### src/rtl/rsfec_pkg.sv
package rsfec_pkg;
  localparam int SYM_W   = 4;
  localparam int NPAR    = 4;
  localparam int K_SYM   = 11;
  localparam int ILV     = 2;
  localparam logic [SYM_W:0] FIELD_POLY = 5'b10011;

  localparam int MSG_W   = SYM_W * K_SYM * ILV;
  localparam int PAR_W   = SYM_W * NPAR * ILV;
  localparam int FRAME_W = MSG_W + PAR_W;
  localparam int STEP_W  = $clog2(K_SYM);

  typedef logic [SYM_W-1:0] sym_t;
  typedef sym_t [NPAR:0]    gpoly_t;
  typedef sym_t [NPAR-1:0]  par_t;

  // Carry-less multiply with reduction by the field polynomial
  function automatic sym_t gf_mul(input sym_t a, input sym_t b);
    sym_t acc;
    sym_t sh;
    logic top;
    acc = '0;
    sh  = a;
    for (int i = 0; i < SYM_W; i++) begin
      if (b[i]) acc = acc ^ sh;
      top = sh[SYM_W-1];
      sh  = sh << 1;
      if (top) sh = sh ^ FIELD_POLY[SYM_W-1:0];
    end
    return acc;
  endfunction

  // Product of (x + alpha^i), i = 1..NPAR; index = power of x
  function automatic gpoly_t gen_poly();
    gpoly_t g;
    sym_t   root;
    g    = '0;
    g[0] = sym_t'(1);
    root = sym_t'(1);
    for (int i = 1; i <= NPAR; i++) begin
      root = gf_mul(root, sym_t'(2));
      for (int k = i; k >= 1; k--) g[k] = g[k-1] ^ gf_mul(root, g[k]);
      g[0] = gf_mul(root, g[0]);
    end
    return g;
  endfunction
endpackage

### src/rtl/rs_lfsr_div.sv
module rs_lfsr_div
  import rsfec_pkg::*;
(
  input  logic clk,
  input  logic rst_n,
  input  logic clr,
  input  logic en,
  input  sym_t sym_in,
  output par_t rem
);
  localparam gpoly_t GEN = gen_poly();

  sym_t fb;
  par_t nxt;

  assign fb = sym_in ^ rem[NPAR-1];

  generate
    for (genvar k = 0; k < NPAR; k++) begin : g_stage
      if (k == 0) begin : g_low
        assign nxt[k] = gf_mul(GEN[k], fb);
      end else begin : g_up
        assign nxt[k] = rem[k-1] ^ gf_mul(GEN[k], fb);
      end
    end
  endgenerate

  always_ff @(posedge clk) begin
    if (!rst_n)   rem <= '0;
    else if (clr) rem <= '0;
    else if (en)  rem <= nxt;
  end
endmodule

### src/rtl/rs_lane_tap.sv
module rs_lane_tap
  import rsfec_pkg::*;
#(
  parameter int LANE = 0
) (
  input  logic [MSG_W-1:0]  msg,
  input  logic [STEP_W-1:0] step,
  output sym_t              sym
);
  logic [MSG_W-1:0] shifted;

  always_comb begin
    shifted = msg << (SYM_W * (ILV * int'(step) + LANE));
    sym     = shifted[MSG_W-1 -: SYM_W];
  end
endmodule

### src/rtl/rs_enc_seq.sv
module rs_enc_seq
  import rsfec_pkg::*;
(
  input  logic              clk,
  input  logic              rst_n,
  input  logic              in_valid,
  output logic              acc_fire,
  output logic              step_en,
  output logic [STEP_W-1:0] step_idx,
  output logic              last_step,
  output logic              out_valid
);
  logic busy;

  assign acc_fire  = in_valid & ~busy;
  assign step_en   = busy;
  assign last_step = busy && (step_idx == STEP_W'(K_SYM - 1));

  always_ff @(posedge clk) begin
    if (!rst_n) begin
      busy      <= 1'b0;
      step_idx  <= '0;
      out_valid <= 1'b0;
    end else begin
      out_valid <= last_step;
      if (acc_fire) begin
        busy     <= 1'b1;
        step_idx <= '0;
      end else if (last_step) begin
        busy     <= 1'b0;
        step_idx <= '0;
      end else if (busy) begin
        step_idx <= step_idx + 1'b1;
      end
    end
  end
endmodule

### src/rtl/rs_frame_enc.sv
module rs_frame_enc
  import rsfec_pkg::*;
(
  input  logic               clk,
  input  logic               rst_n,
  input  logic               in_valid,
  input  logic [MSG_W-1:0]   in_msg,
  output logic               out_valid,
  output logic [FRAME_W-1:0] out_frame
);
  logic              acc_fire;
  logic              step_en;
  logic              last_step;
  logic [STEP_W-1:0] step_idx;
  logic [MSG_W-1:0]  msg_q;
  logic [PAR_W-1:0]  par_bits;
  sym_t              lane_sym [ILV];
  par_t              lane_par [ILV];

  rs_enc_seq u_seq (
    .clk       (clk),
    .rst_n     (rst_n),
    .in_valid  (in_valid),
    .acc_fire  (acc_fire),
    .step_en   (step_en),
    .step_idx  (step_idx),
    .last_step (last_step),
    .out_valid (out_valid)
  );

  always_ff @(posedge clk) begin
    if (!rst_n)        msg_q <= '0;
    else if (acc_fire) msg_q <= in_msg;
  end

  generate
    for (genvar l = 0; l < ILV; l++) begin : g_lane
      rs_lane_tap #(.LANE(l)) u_tap (
        .msg  (msg_q),
        .step (step_idx),
        .sym  (lane_sym[l])
      );
      rs_lfsr_div u_div (
        .clk    (clk),
        .rst_n  (rst_n),
        .clr    (acc_fire),
        .en     (step_en),
        .sym_in (lane_sym[l]),
        .rem    (lane_par[l])
      );
    end
  endgenerate

  // Parity symbols alternate between lanes, highest degree first
  always_comb begin
    par_bits = '0;
    for (int l = 0; l < ILV; l++) begin
      for (int d = 0; d < NPAR; d++) begin
        par_bits[PAR_W-1 - SYM_W*((NPAR-1-d)*ILV + l) -: SYM_W] = lane_par[l][d];
      end
    end
  end

  assign out_frame = {msg_q, par_bits};
endmodule

### config.mk
export PLATFORM = sky130hd
export DESIGN_NAME = rs_frame_enc
export DESIGN_NICKNAME = d
export VERILOG_FILES = /design/src/rtl/rsfec_pkg.sv /design/src/rtl/rs_lfsr_div.sv /design/src/rtl/rs_lane_tap.sv /design/src/rtl/rs_enc_seq.sv /design/src/rtl/rs_frame_enc.sv
export SDC_FILE = /design/constraint.sdc
export NUM_CORES = 1
export LEC_CHECK = 0
export BUFFER_PORTS_ARGS = -buffer_cell sky130_fd_sc_hd__buf_2
export CAP_MARGIN = 20
export CORE_UTILIZATION = 30
export CTS_BUF_LIST = sky130_fd_sc_hd__clkbuf_16
export DETAILED_ROUTE_END_ITERATION = 7
export PLACE_DENSITY = 0.61
export SLEW_MARGIN = 20
export SYNTH_ARGS = -nofsm -noshare
export SYNTH_HDL_FRONTEND = slang
export SYNTH_SLANG_ARGS = --single-unit
### constraint.sdc
create_clock -name clk -period 3 [get_ports clk]
set_input_delay 0.75 -clock clk [delete_from_list [all_inputs] [get_ports clk]]
set_output_delay 0.75 -clock clk [all_outputs]
set_load 0.01 [all_outputs]
==> reports/results.tsv <==
stage	metric	value	unit
global_routing	vias in the first global route	4964	
clock_tree	CTS sink count	126	
timing	unrepaired setup endpoints after global routing	no	
timing	Hold WS	467	ps
worst_setup_path	critical path fanouts, max	18	
global_routing	global-route wire length before repair	28500	µm
place	routability-driven placement congestion ratio	0.833	
floorplanning	die height	142	µm
floorplanning	die area	20100	µm²
clock_tree	H-tree depth	4	
routing	Routed WL	18600	µm
routing	Residual DRC	0	
power_and_ir_drop	leakage power figure	3.30	nW
floorplanning	Rows	50	
finish	Non-Filler Instances	1138	
worst_setup_path	r2r setup slk	330	ps
timing	Tmin final	2670	ps
floorplanning	core area	19000	µm²
worst_setup_path	Critical Path RT	3290	ps
synth	number of distinct library cells after synthesis	50	
floorplanning	# IOs	212	
clock_tree	CTS Buf Count	17	
synth	Mapped Area	5870	µm²
run	max_cap viols	0	
routing	wire per inst	16.3	µm
timing	TNS Setup	0	ps
place	input/output buffers	211	
finish	share of layout cells above drive strength 1	32.1	%
global_routing	largest net degree at the start of global routing	91	
global_routing	initial antenna violation count	0	
clock_tree	Longest Clk Path Bufs	2	
global_routing	GR Overflow Total	0	
routing	via/cell ratio	4.68	
timing	final hold violation count	0	
worst_hold_path	worst hold path type	reg -> reg	
synth	number of register bits inferred by synthesis	126	
timing	worst rel slew slack	36.6	%
clock_tree	post-cts sizing count	0	
clock_tree	Post-CTS Setup Inserts	0	
finish	NumNets Final	960	
worst_setup_path	critical path type	reg -> reg	
worst_setup_path	CP Launch Type	register	
worst_setup_path	arrival time worst endpoint	2960	ps
timing	Finish-stage setup viols	0	
status	run status	finished, final reports clean	
place	dpl hpwl	13400	µm
finish	Antenna diodes	0	
routing	Routed Antenna Nets	0	
synth	Syn Nets	766	
synth	sequential area share after synthesis	43.0	%
power_and_ir_drop	Power Dens Cells	651	nW/µm²
finish	layout overhead on the synthesized area	31.0	%
timing	Worst Tran Pin Value	952	ps
timing	fin crit share	89.0	%
floorplanning	die width	142	µm
synth	Syn Inst Count	673	
timing	Max Fclk	375	MHz
routing	DRT iter0 DRCs	285	
power_and_ir_drop	VDD IR max	0.410	mV
clock_tree	TritonCTS clock tree	done	
floorplanning	starting density of the core	31.0	%
place	DP Cell Count	1108	
synth	syn_area_per_cell	8.72	µm²
clock_tree	Clk Latency, worst-skew pair	410	ps
timing	Max Clock Skew	10.1	ps
worst_setup_path	Crit. End Element	register	
synth	Synth Warn #	0	
global_routing	GR Util All Layers	18.8	%
routing	drt pass-1 iters	4	
clock_tree	Reg clk slew, reported paths	60	ps
routing	vias	5323	
clock_tree	CTS root buf	clkbuf_16	
clock_tree	hold_buf cts	0	
timing	final max-slew violation count	0	
[per-layer routing]
layer	wire length (µm)	GRT usage, %	up-vias
li1	-	-	2663
met1	8330	24.4	2449
met2	8780	29.9	190
met3	1140	5.20	21
met4	348	6.56	0
met5	0	0	-
[flip-flops by register name (all words and copies together), names as in the netlist]
name / flops
g_lane.u_div.rem: 32
msg_q: 88
u_seq.out_valid: 1
u_seq.step_en: 1
u_seq.step_idx: 4
[through the flow]
step	setup slack, ps	utilization (%)	area, µm²	power (W)
global route	136	40.6	7690	0.00526
floorplan	713	-	5870	0.00276
finish	331	40.6	7690	0.00500
detailed placement	328	37.7	7150	0.00312
CTS	309	40.6	7690	0.00506
global placement	365	37.7	7150	0.00312
[report_power, final]
group,switching [W],total [W],internal [W],leakage [nW]
combinational,0.000585,0.00112,0.000532,1.99
clock,0.000737,0.00192,0.00119,0.280
sequential,0.000156,0.00196,0.00181,1.03
[layout make-up]
type                       instances  area [µm²]
clock inverter                    13         111
timing repair buffer             223        1170
clock buffer                      17         425
tap                              260         325
fill                            1979       11300
inverter                           4        15.0
sequential                       126        2520
multi-input combinational        495        3110
[cell usage in the layout, fill, tap and decap left out, drive strengths merged, types with 3 or more instances in the layout]
cell	count
xnor2	39
inv	7
clkinv	7
xor2	19
nand3	5
nor2	18
a211oi	7
a22o	4
o21ai	15
nand2	197
nand3b	5
clkbuf	17
buf	223
mux4	3
dfxtp	126
o22ai	17
a22oi	5
mux2i	31
a21oi	101
nor2b	3
nand2b	3
[worst max-delay path, stage by stage (launching register included)]
cell and delay, ps:
dfxtp_2 640, buf_4 310, mux2i_1 100, a221o_1 380, a2bb2oi_2 180, xnor2_4 320, xnor2_4 210, xnor2_1 140
o211ai_1 170, o41ai_1 100
[logic make-up (layout without fill, tap and decap cells)]
kind of cell	after synthesis	count (layout)	synth area share, %
buf+inv	52	257	4.20
flops	126	126	43.0
mux	36	36	6.82
xor+xnor	59	59	12.3
fa+ha+maj	2	2	0.426
compound gates	163	163	17.0
simple gates	235	235	16.3
[synth_stat cells (all sizes together)]
master   number  share of area, %
nand2       197                13
dfxtp       126                43
a21oi       101               8.8
xnor2        39               8.6
clkbuf       36               2.3
mux2i        31               5.3
xor2         19               3.3
nor2         18               1.5
o22ai        17               1.8
o21ai        15               1.3
buf          12               1.6
a211oi        7              0.90
a22oi         5               1.2
nand3         5              0.43
nand3b        5              0.64
a22o          4              0.60
inv           3              0.19
mux4          3               1.2
nand2b        3              0.32
nor2b         3              0.32
a221o         2              0.34
a2bb2oi       2              0.51
and2          2              0.21
ha            2              0.43
mux2          2              0.38
o211ai        2              0.26
o21a          2              0.28
o2bb2ai       2              0.30
o41ai         2              0.30
a221oi        1              0.26
and2b         1              0.13
and3          1              0.11
clkinv        1             0.064
o221ai        1              0.15
xnor3         1              0.38
[path summary, 6_finish.rpt]
kind	cells past startpoint	startpoint	endpoint
min reg2reg	2	msg_q[5]$_SDFFE_PN0P_	msg_q[5]$_SDFFE_PN0P_
max	9	u_seq.step_idx[0]$_SDFFE_PP0P_	g_lane[1].u_div.rem[12]$_SDFFE_PP0P_
max reg2reg	9	u_seq.step_idx[0]$_SDFFE_PP0P_	g_lane[1].u_div.rem[12]$_SDFFE_PP0P_
min	2	msg_q[5]$_SDFFE_PN0P_	msg_q[5]$_SDFFE_PN0P_
Note: power is estimated with default switching activity, not from simulation.
